**config.mk**
```make
export PLATFORM = sky130hd
export DESIGN_NAME = serial_rx_os16
export DESIGN_NICKNAME = d
export VERILOG_FILES = /design/src/rtl/uart_os_pkg.sv /design/src/rtl/rx_line_sync.sv /design/src/rtl/rx_tick_gen.sv /design/src/rtl/rx_frame_engine.sv /design/src/rtl/serial_rx_os16.sv
export SDC_FILE = /design/constraint.sdc
export NUM_CORES = 1
export LEC_CHECK = 0
export BUFFER_PORTS_ARGS = -buffer_cell sky130_fd_sc_hd__clkbuf_2
export CORE_UTILIZATION = 52
export DETAILED_ROUTE_END_ITERATION = 8
export GPL_TIMING_DRIVEN = 0
export PLACE_DENSITY_LB_ADDON = 0.3
export SETUP_SLACK_MARGIN = 0.3
export SLEW_MARGIN = 5
export SYNTH_ARGS = -nofsm -noshare
export SYNTH_HDL_FRONTEND = slang
export SYNTH_SLANG_ARGS = --single-unit
```
**constraint.sdc**
```tcl
create_clock -name clk -period 1.77 [get_ports clk]
set_input_delay 0.0885 -clock clk [delete_from_list [all_inputs] [get_ports clk]]
set_output_delay 0.0885 -clock clk [all_outputs]
set_load 0.02 [all_outputs]
```
**src/rtl/uart_os_pkg.sv**
```systemverilog
package uart_os_pkg;

    localparam int OS_RATE    = 16;
    localparam int CONFIRM_AT = OS_RATE / 2 - 1;
    localparam int TCNT_W     = 6;

    typedef enum logic [1:0] {
        PAR_NONE = 2'b00,
        PAR_EVEN = 2'b01,
        PAR_ODD  = 2'b10,
        PAR_USER = 2'b11
    } par_mode_e;

    typedef enum logic [1:0] {
        STOP_ONE      = 2'b00,
        STOP_ONE_HALF = 2'b01,
        STOP_TWO      = 2'b10,
        STOP_TWO_ALT  = 2'b11
    } stop_sel_e;

    typedef enum logic [2:0] {
        S_IDLE,
        S_START,
        S_DATA,
        S_PAR,
        S_STOP
    } rx_state_e;

    typedef struct packed {
        par_mode_e par;
        stop_sel_e stop;
    } rx_cfg_t;

    function automatic logic [TCNT_W-1:0] stop_len(input stop_sel_e s);
        case (s)
            STOP_ONE:      return TCNT_W'(OS_RATE);
            STOP_ONE_HALF: return TCNT_W'(OS_RATE + OS_RATE / 2);
            default:       return TCNT_W'(2 * OS_RATE);
        endcase
    endfunction

    function automatic logic par_check(input par_mode_e m, input logic dpar, input logic p);
        case (m)
            PAR_EVEN: return dpar ^ p;
            PAR_ODD:  return ~(dpar ^ p);
            default:  return 1'b0;
        endcase
    endfunction

    function automatic logic par_report(input par_mode_e m, input logic p);
        return (m == PAR_NONE) ? 1'b0 : p;
    endfunction

endpackage

```
**src/rtl/rx_line_sync.sv**
```systemverilog
module rx_line_sync #(
    parameter int STAGES = 2
) (
    input  logic clk,
    input  logic rst,
    input  logic d_i,
    output logic q_o
);
    logic [STAGES-1:0] chain_q;

    always_ff @(posedge clk) begin
        if (rst) chain_q[0] <= 1'b1;
        else     chain_q[0] <= d_i;
    end

    for (genvar g = 1; g < STAGES; g++) begin : g_stage
        always_ff @(posedge clk) begin
            if (rst) chain_q[g] <= 1'b1;
            else     chain_q[g] <= chain_q[g-1];
        end
    end

    assign q_o = chain_q[STAGES-1];
endmodule

```
**src/rtl/rx_tick_gen.sv**
```systemverilog
module rx_tick_gen #(
    parameter int CNT_W = 16
) (
    input  logic             clk,
    input  logic             rst,
    input  logic [CNT_W-1:0] div_i,
    output logic             tick_o
);
    logic [CNT_W-1:0] cnt_q;
    logic             tick_q;

    always_ff @(posedge clk) begin
        if (rst) begin
            cnt_q  <= '0;
            tick_q <= 1'b0;
        end else if (cnt_q == '0) begin
            cnt_q  <= div_i;
            tick_q <= 1'b1;
        end else begin
            cnt_q  <= cnt_q - 1'b1;
            tick_q <= 1'b0;
        end
    end

    assign tick_o = tick_q;

    a_r1_reload: assert property (@(posedge clk) disable iff (rst)
        tick_q |-> cnt_q == $past(div_i));

    a_r1_gap: assert property (@(posedge clk) disable iff (rst)
        (tick_q && cnt_q != '0) |=> !tick_q);
endmodule

```
**src/rtl/rx_frame_engine.sv**
```systemverilog
module rx_frame_engine
    import uart_os_pkg::*;
#(
    parameter int DW = 8
) (
    input  logic          clk,
    input  logic          rst,
    input  logic          tick_i,
    input  logic          line_i,
    input  logic [1:0]    par_mode_i,
    input  logic [1:0]    stop_sel_i,
    output logic [DW-1:0] data_o,
    output logic          valid_o,
    output logic          par_bit_o,
    output logic          par_err_o,
    output logic          frame_err_o
);
    localparam int IDX_W = (DW > 1) ? $clog2(DW) : 1;

    rx_state_e         state_q;
    rx_cfg_t           cfg_q;
    logic [TCNT_W-1:0] tcnt_q;
    logic [IDX_W-1:0]  bidx_q;
    logic [DW-1:0]     shreg_q;
    logic              pbit_q;
    logic              fe_q;
    logic              prev_q;

    logic              fall;
    logic              bit_end;
    logic              stop_mid;
    logic              fe_now;
    logic [TCNT_W-1:0] stop_last;

    always_comb begin
        fall      = prev_q & ~line_i;
        bit_end   = tick_i && (tcnt_q == TCNT_W'(OS_RATE - 1));
        stop_mid  = tcnt_q == TCNT_W'(OS_RATE - 1);
        fe_now    = stop_mid ? ~line_i : fe_q;
        stop_last = stop_len(cfg_q.stop) - 1'b1;
    end

    always_ff @(posedge clk) begin
        if (rst) begin
            state_q     <= S_IDLE;
            cfg_q       <= '{par: PAR_NONE, stop: STOP_ONE};
            tcnt_q      <= '0;
            bidx_q      <= '0;
            shreg_q     <= '0;
            pbit_q      <= 1'b0;
            fe_q        <= 1'b0;
            prev_q      <= 1'b1;
            data_o      <= '0;
            valid_o     <= 1'b0;
            par_bit_o   <= 1'b0;
            par_err_o   <= 1'b0;
            frame_err_o <= 1'b0;
        end else begin
            prev_q  <= line_i;
            valid_o <= 1'b0;
            case (state_q)
                S_IDLE: begin
                    if (fall) begin
                        state_q <= S_START;
                        tcnt_q  <= '0;
                        cfg_q   <= '{par: par_mode_e'(par_mode_i), stop: stop_sel_e'(stop_sel_i)};
                    end
                end
                S_START: begin
                    if (tick_i) begin
                        if (tcnt_q == TCNT_W'(CONFIRM_AT)) begin
                            tcnt_q <= '0;
                            bidx_q <= '0;
                            state_q <= line_i ? S_IDLE : S_DATA;
                        end else begin
                            tcnt_q <= tcnt_q + 1'b1;
                        end
                    end
                end
                S_DATA: begin
                    if (bit_end) begin
                        tcnt_q  <= '0;
                        shreg_q <= {line_i, shreg_q[DW-1:1]};
                        if (bidx_q == IDX_W'(DW - 1)) begin
                            fe_q    <= 1'b0;
                            pbit_q  <= 1'b0;
                            state_q <= (cfg_q.par == PAR_NONE) ? S_STOP : S_PAR;
                        end else begin
                            bidx_q <= bidx_q + 1'b1;
                        end
                    end else if (tick_i) begin
                        tcnt_q <= tcnt_q + 1'b1;
                    end
                end
                S_PAR: begin
                    if (bit_end) begin
                        tcnt_q  <= '0;
                        pbit_q  <= line_i;
                        state_q <= S_STOP;
                    end else if (tick_i) begin
                        tcnt_q <= tcnt_q + 1'b1;
                    end
                end
                S_STOP: begin
                    if (tick_i) begin
                        fe_q <= fe_now;
                        if (tcnt_q == stop_last) begin
                            state_q     <= S_IDLE;
                            tcnt_q      <= '0;
                            valid_o     <= 1'b1;
                            data_o      <= shreg_q;
                            par_bit_o   <= par_report(cfg_q.par, pbit_q);
                            par_err_o   <= par_check(cfg_q.par, ^shreg_q, pbit_q);
                            frame_err_o <= fe_now;
                        end else begin
                            tcnt_q <= tcnt_q + 1'b1;
                        end
                    end
                end
                default: state_q <= S_IDLE;
            endcase
        end
    end

    a_r10_valid_pulse: assert property (@(posedge clk) disable iff (rst)
        valid_o |=> !valid_o);

    a_r10_hold: assert property (@(posedge clk) disable iff (rst)
        !valid_o |-> ($stable(data_o) && $stable(par_err_o) && $stable(frame_err_o)));

    a_r7_no_flag: assert property (@(posedge clk) disable iff (rst)
        (valid_o && (cfg_q.par == PAR_NONE || cfg_q.par == PAR_USER)) |-> !par_err_o);

    a_r9_flag_with_valid: assert property (@(posedge clk) disable iff (rst)
        $rose(frame_err_o) |-> valid_o);

    a_r8_on_tick: assert property (@(posedge clk) disable iff (rst)
        valid_o |-> $past(tick_i));
endmodule

```
**src/rtl/serial_rx_os16.sv**
```systemverilog
module serial_rx_os16 #(
    parameter int DW    = 8,
    parameter int DIV_W = 16,
    parameter int SYNC  = 2
) (
    input  logic             clk,
    input  logic             rst,
    input  logic [DIV_W-1:0] div_i,
    input  logic [1:0]       par_mode_i,
    input  logic [1:0]       stop_sel_i,
    input  logic             rxd_i,
    output logic [DW-1:0]    data_o,
    output logic             valid_o,
    output logic             par_bit_o,
    output logic             par_err_o,
    output logic             frame_err_o
);
    logic line_s;
    logic tick;

    rx_line_sync #(.STAGES(SYNC)) u_sync (
        .clk (clk),
        .rst (rst),
        .d_i (rxd_i),
        .q_o (line_s)
    );

    rx_tick_gen #(.CNT_W(DIV_W)) u_tick (
        .clk    (clk),
        .rst    (rst),
        .div_i  (div_i),
        .tick_o (tick)
    );

    rx_frame_engine #(.DW(DW)) u_eng (
        .clk         (clk),
        .rst         (rst),
        .tick_i      (tick),
        .line_i      (line_s),
        .par_mode_i  (par_mode_i),
        .stop_sel_i  (stop_sel_i),
        .data_o      (data_o),
        .valid_o     (valid_o),
        .par_bit_o   (par_bit_o),
        .par_err_o   (par_err_o),
        .frame_err_o (frame_err_o)
    );
endmodule

```
==> results.toml <==
[layout]
num-nets-final = 436
layout-drive-gt1-share_pct = 44.6
num_antenna_cells = 0
final.fill_count = 246
finalNonFillerCells = 483
area_growth_pct = 50.9
final_core_util_pct = 83.0

[sta]
fin_ws_ps = -247
fin_skew_ps = 12.8
tns_ps = -5530
max_slew_margin_pct = 49.4
rsz0062_at_grt = "yes"
tightestPinTransition_ps = 759
fin_crit_sh_pct = 114
setup_viol = 47
slew_viol_final = 0
period_needed_ps = 2020
hold_viol_final = 0
max_freq_mhz = 496

[synth]
synth_cells = 315
avgSynthCellArea_um2 = 9.03
synth_compound_area_share_pct = 14.7
synth_warnings = 0
synth_xor_xnor_area_share_pct = 5.54
synth_mux_area_share_pct = 8.80
seq_area_frac_synth_pct = 40.8
synth-main-ff-cell = "dfxtp_1"
yosysTopAreaCellShare_pct = 40.8
synth_top_family_by_area = "simple AND/OR/NAND/NOR gates"
synth_area_um2 = 2840
ys_ff_latch = 58
synthSimpleGateAreaFrac_pct = 25.0
syn_nets = 343
synth_edf_count = 0
synthTopCellsByArea = "dfxtp_1, mux2i_1, nor2_1, xnor2_1, a211oi_1"
async_reset_ff_share_pct = 0
synth_cell_types = 57
synth_commonest_cells = "dfxtp_1, nor2_1, mux2i_1, nand2_1, a21oi_1"
synth_top_area_cell = "dfxtp_1"
synth_fa_ha_area_share_pct = 2.20

[pwr]
peakVddDrop_v = 0.00123
switchingPower_mw = 1.89
p_leak_nw = 1.64
internal-power_mw = 3.49
power_frac_comb_pct = 39.8
p_per_area_nw_per_um2 = 1250
swShare_pct = 35.1
power.total_mw = 5.38
p_clk_share_pct = 28.2
p_seq_share_pct = 31.9

[cts]
numCtsBuffers = 9
clk_latency_ps = 350
htreeDepth = 3
cts-root-buf = "clkbuf_8"
cts_tree = "yes"
cts_max_path_buffers = 2
cts.sinks = 58
clk_pin_slew_ps = 70

[worst_setup_path]
path_buf_inv = 1
path_depth = 8
critical_path_arrival_ps = 2240
r2r-start = "u_eng.tcnt_q[1]$_SDFFE_PP0P_"
end_kind = "flip-flop"
critPathTopFamily = "compound AO/OA/AOI/OAI gates"
slowest_stage = "dfxtp_2"
cp_cell_sequence = "ha_4 > nand4b_1 > o21ai_1 > a21oi_2 > buf_4 > nor2_4 > nor4_1 > a211o_1"
reg2reg_depth = 8
required_ps = 2000
start_kind = "flip-flop"
critPathKind = "reg -> reg"
rrSetupSlack_ps = -250
crit_fanout = 5
reg2reg_to = "u_eng.tcnt_q[3]$_SDFFE_PP0P_"
slowest_delay_ps = 350

[global_routing]
use_met3_pct = 5.66
busiest_layer = "met2"
grt_pass1_vias = 2825
grt_pass1_wl_um = 13900
grt_max_degree = 11
met2_usage_pct = 52.2
grt_usage_pct = 30.9
grt.overflow.total = 0
antenna_found_initial = 0
grt_use_met1_pct = 35.2

[place]
post-place-cells = 419
port_buffers = 34
gp_congestion = 0.822
post-dp-hpwl_um = 4330

[floorplanning]
initial_core_util_pct = 55.0
die_h_um = 76.0
io_pins = 35
row_count = 26
dieArea_um2 = 5770
fp.coreArea_um2 = 5170
die_w_um = 76.0

[routing]
drc = 0
first_iter_violations = 359
vias = 2991
drt-wirelength-per-cell_um = 20.6
first_pass_iters = 6
drtAntennaViolNets = 0
wl_um = 9940
routed_via_density = 6.19

[worst_hold_path]
worstHoldEndpoint = "u_tick.cnt_q[14]$_SDFF_PP0_"
holdCritPathClass = "in -> reg"
hold_depth = 3
holdCritStartpoint = "div_i[14]"

[run]
max-cap-violations = 0

[outcome]
violations = "negative setup slack"
outcome = "finished, violations left"
[metrics by stage]
step / cell area (µm²) / hold slack [ps] / setup WS, ps
floorplan: 2950 / 192 / 28.5
global placement: 3210 / 276 / -114
detailed placement: 3210 / 275 / -143
CTS: 4060 / 16.0 / -36.2
global route: 4290 / 17.7 / -250
finish: 4290 / 14.1 / -247
[metal layers]
layer | routed length (µm) | part of all wire [%]
met5 | 0 | 0
met4 | 502 | 5.1
met3 | 696 | 7.0
met2 | 4900 | 49
met1 | 3840 | 39
[what timing repair did]
action                                 CTS  global route
cloned                                   4             1
setup endpoints to repair               54            55
setup buffers                           25            13
hold buffers                             5             0
pin swaps                               20            14
endpoints found under the hold margin    5             0
resized for setup                       78            29
[cell usage in the layout, fill, tap and decap left out, types with 4 or more instances in the layout]
cell / count
a211oi_2: 13
a21oi_1: 8
a21oi_2: 5
buf_4: 26
buf_6: 18
clkbuf_1: 7
clkbuf_2: 35
clkbuf_8: 10
dfxtp_1: 49
dfxtp_2: 6
dlygate4sd3_1: 5
ha_1: 4
mux2i_1: 22
nand2_1: 18
nand4_1: 4
nor2_1: 41
nor2_4: 17
nor2b_1: 6
o21ai_0: 4
o21ai_1: 4
xnor2_1: 12
xor2_1: 6
[how the worst max path moves through the flow]
stage,slack [ps],end,from
global route,-250,u_eng.tcnt_q[3]$_SDFFE_PP0P_,u_eng.tcnt_q[1]$_SDFFE_PP0P_
global placement,-110,u_eng.data_o[2]$_SDFFE_PP0P_,u_eng.tcnt_q[3]$_SDFFE_PP0P_
finish,-250,u_eng.tcnt_q[3]$_SDFFE_PP0P_,u_eng.tcnt_q[1]$_SDFFE_PP0P_
CTS,-40,u_eng.state_q[1]$_SDFFE_PP0P_,u_eng.tcnt_q[0]$_SDFFE_PP0P_
floorplan,30,u_tick.cnt_q[12]$_SDFF_PP0_,u_tick.cnt_q[6]$_SDFF_PP0_
detailed placement,-140,u_eng.data_o[4]$_SDFFE_PP0P_,u_eng.tcnt_q[3]$_SDFFE_PP0P_
[power by group through the flow]
stage / registers (mW) / clock network (mW) / logic [mW]
after global placement: 1.69 / 0 / 1.14
after floorplan: 1.66 / 0 / 0.971
after global routing: 1.72 / 1.56 / 2.25
final: 1.72 / 1.52 / 2.14
after CTS: 1.67 / 1.48 / 1.85
after detailed placement: 1.70 / 0 / 1.16
[cell families (layout without fill, tap and decap cells)]
logic type,Yosys count,in the layout
adders and majority gates,5,5
DFF,58,58
and+or+nand+nor,130,130
AOI/OAI and AO/OA,59,59
buffers and inverters,20,118
muxes,25,25
xor gates and xnor gates,18,18
[worst register-to-register path, stage by stage, from the launching register on]
cell	delay, ps
dfxtp_2	350
ha_4	150
nand4b_1	220
o21ai_1	300
a21oi_2	120
buf_4	160
nor2_4	190
nor4_1	90
a211o_1	300
[state kept, by name, indices dropped and copies added (netlist names), 3 cells and up]
| signal | count |
|---|---|
| u_eng.data_o | 8 |
| u_eng.state_q | 3 |
| u_eng.shreg_q | 8 |
| u_tick.cnt_q | 16 |
| u_eng.bidx_q | 3 |
| u_eng.tcnt_q | 6 |
| u_eng.cfg_q | 4 |
[layout make-up]
cell class | instances | area (µm²) | share of cell area [%]
Buffer | 17 | 153 | 3.56
Clock buffer | 11 | 131 | 3.06
Clock inverter | 5 | 103 | 2.39
Inverter | 3 | 11.3 | 0.262
Multi-Input combinational cell | 237 | 1960 | 45.7
Sequential cell | 58 | 1180 | 27.5
Tap cell | 70 | 87.6 | 2.04
Timing Repair Buffer | 82 | 667 | 15.5
Power figures use the tool's default switching activity.
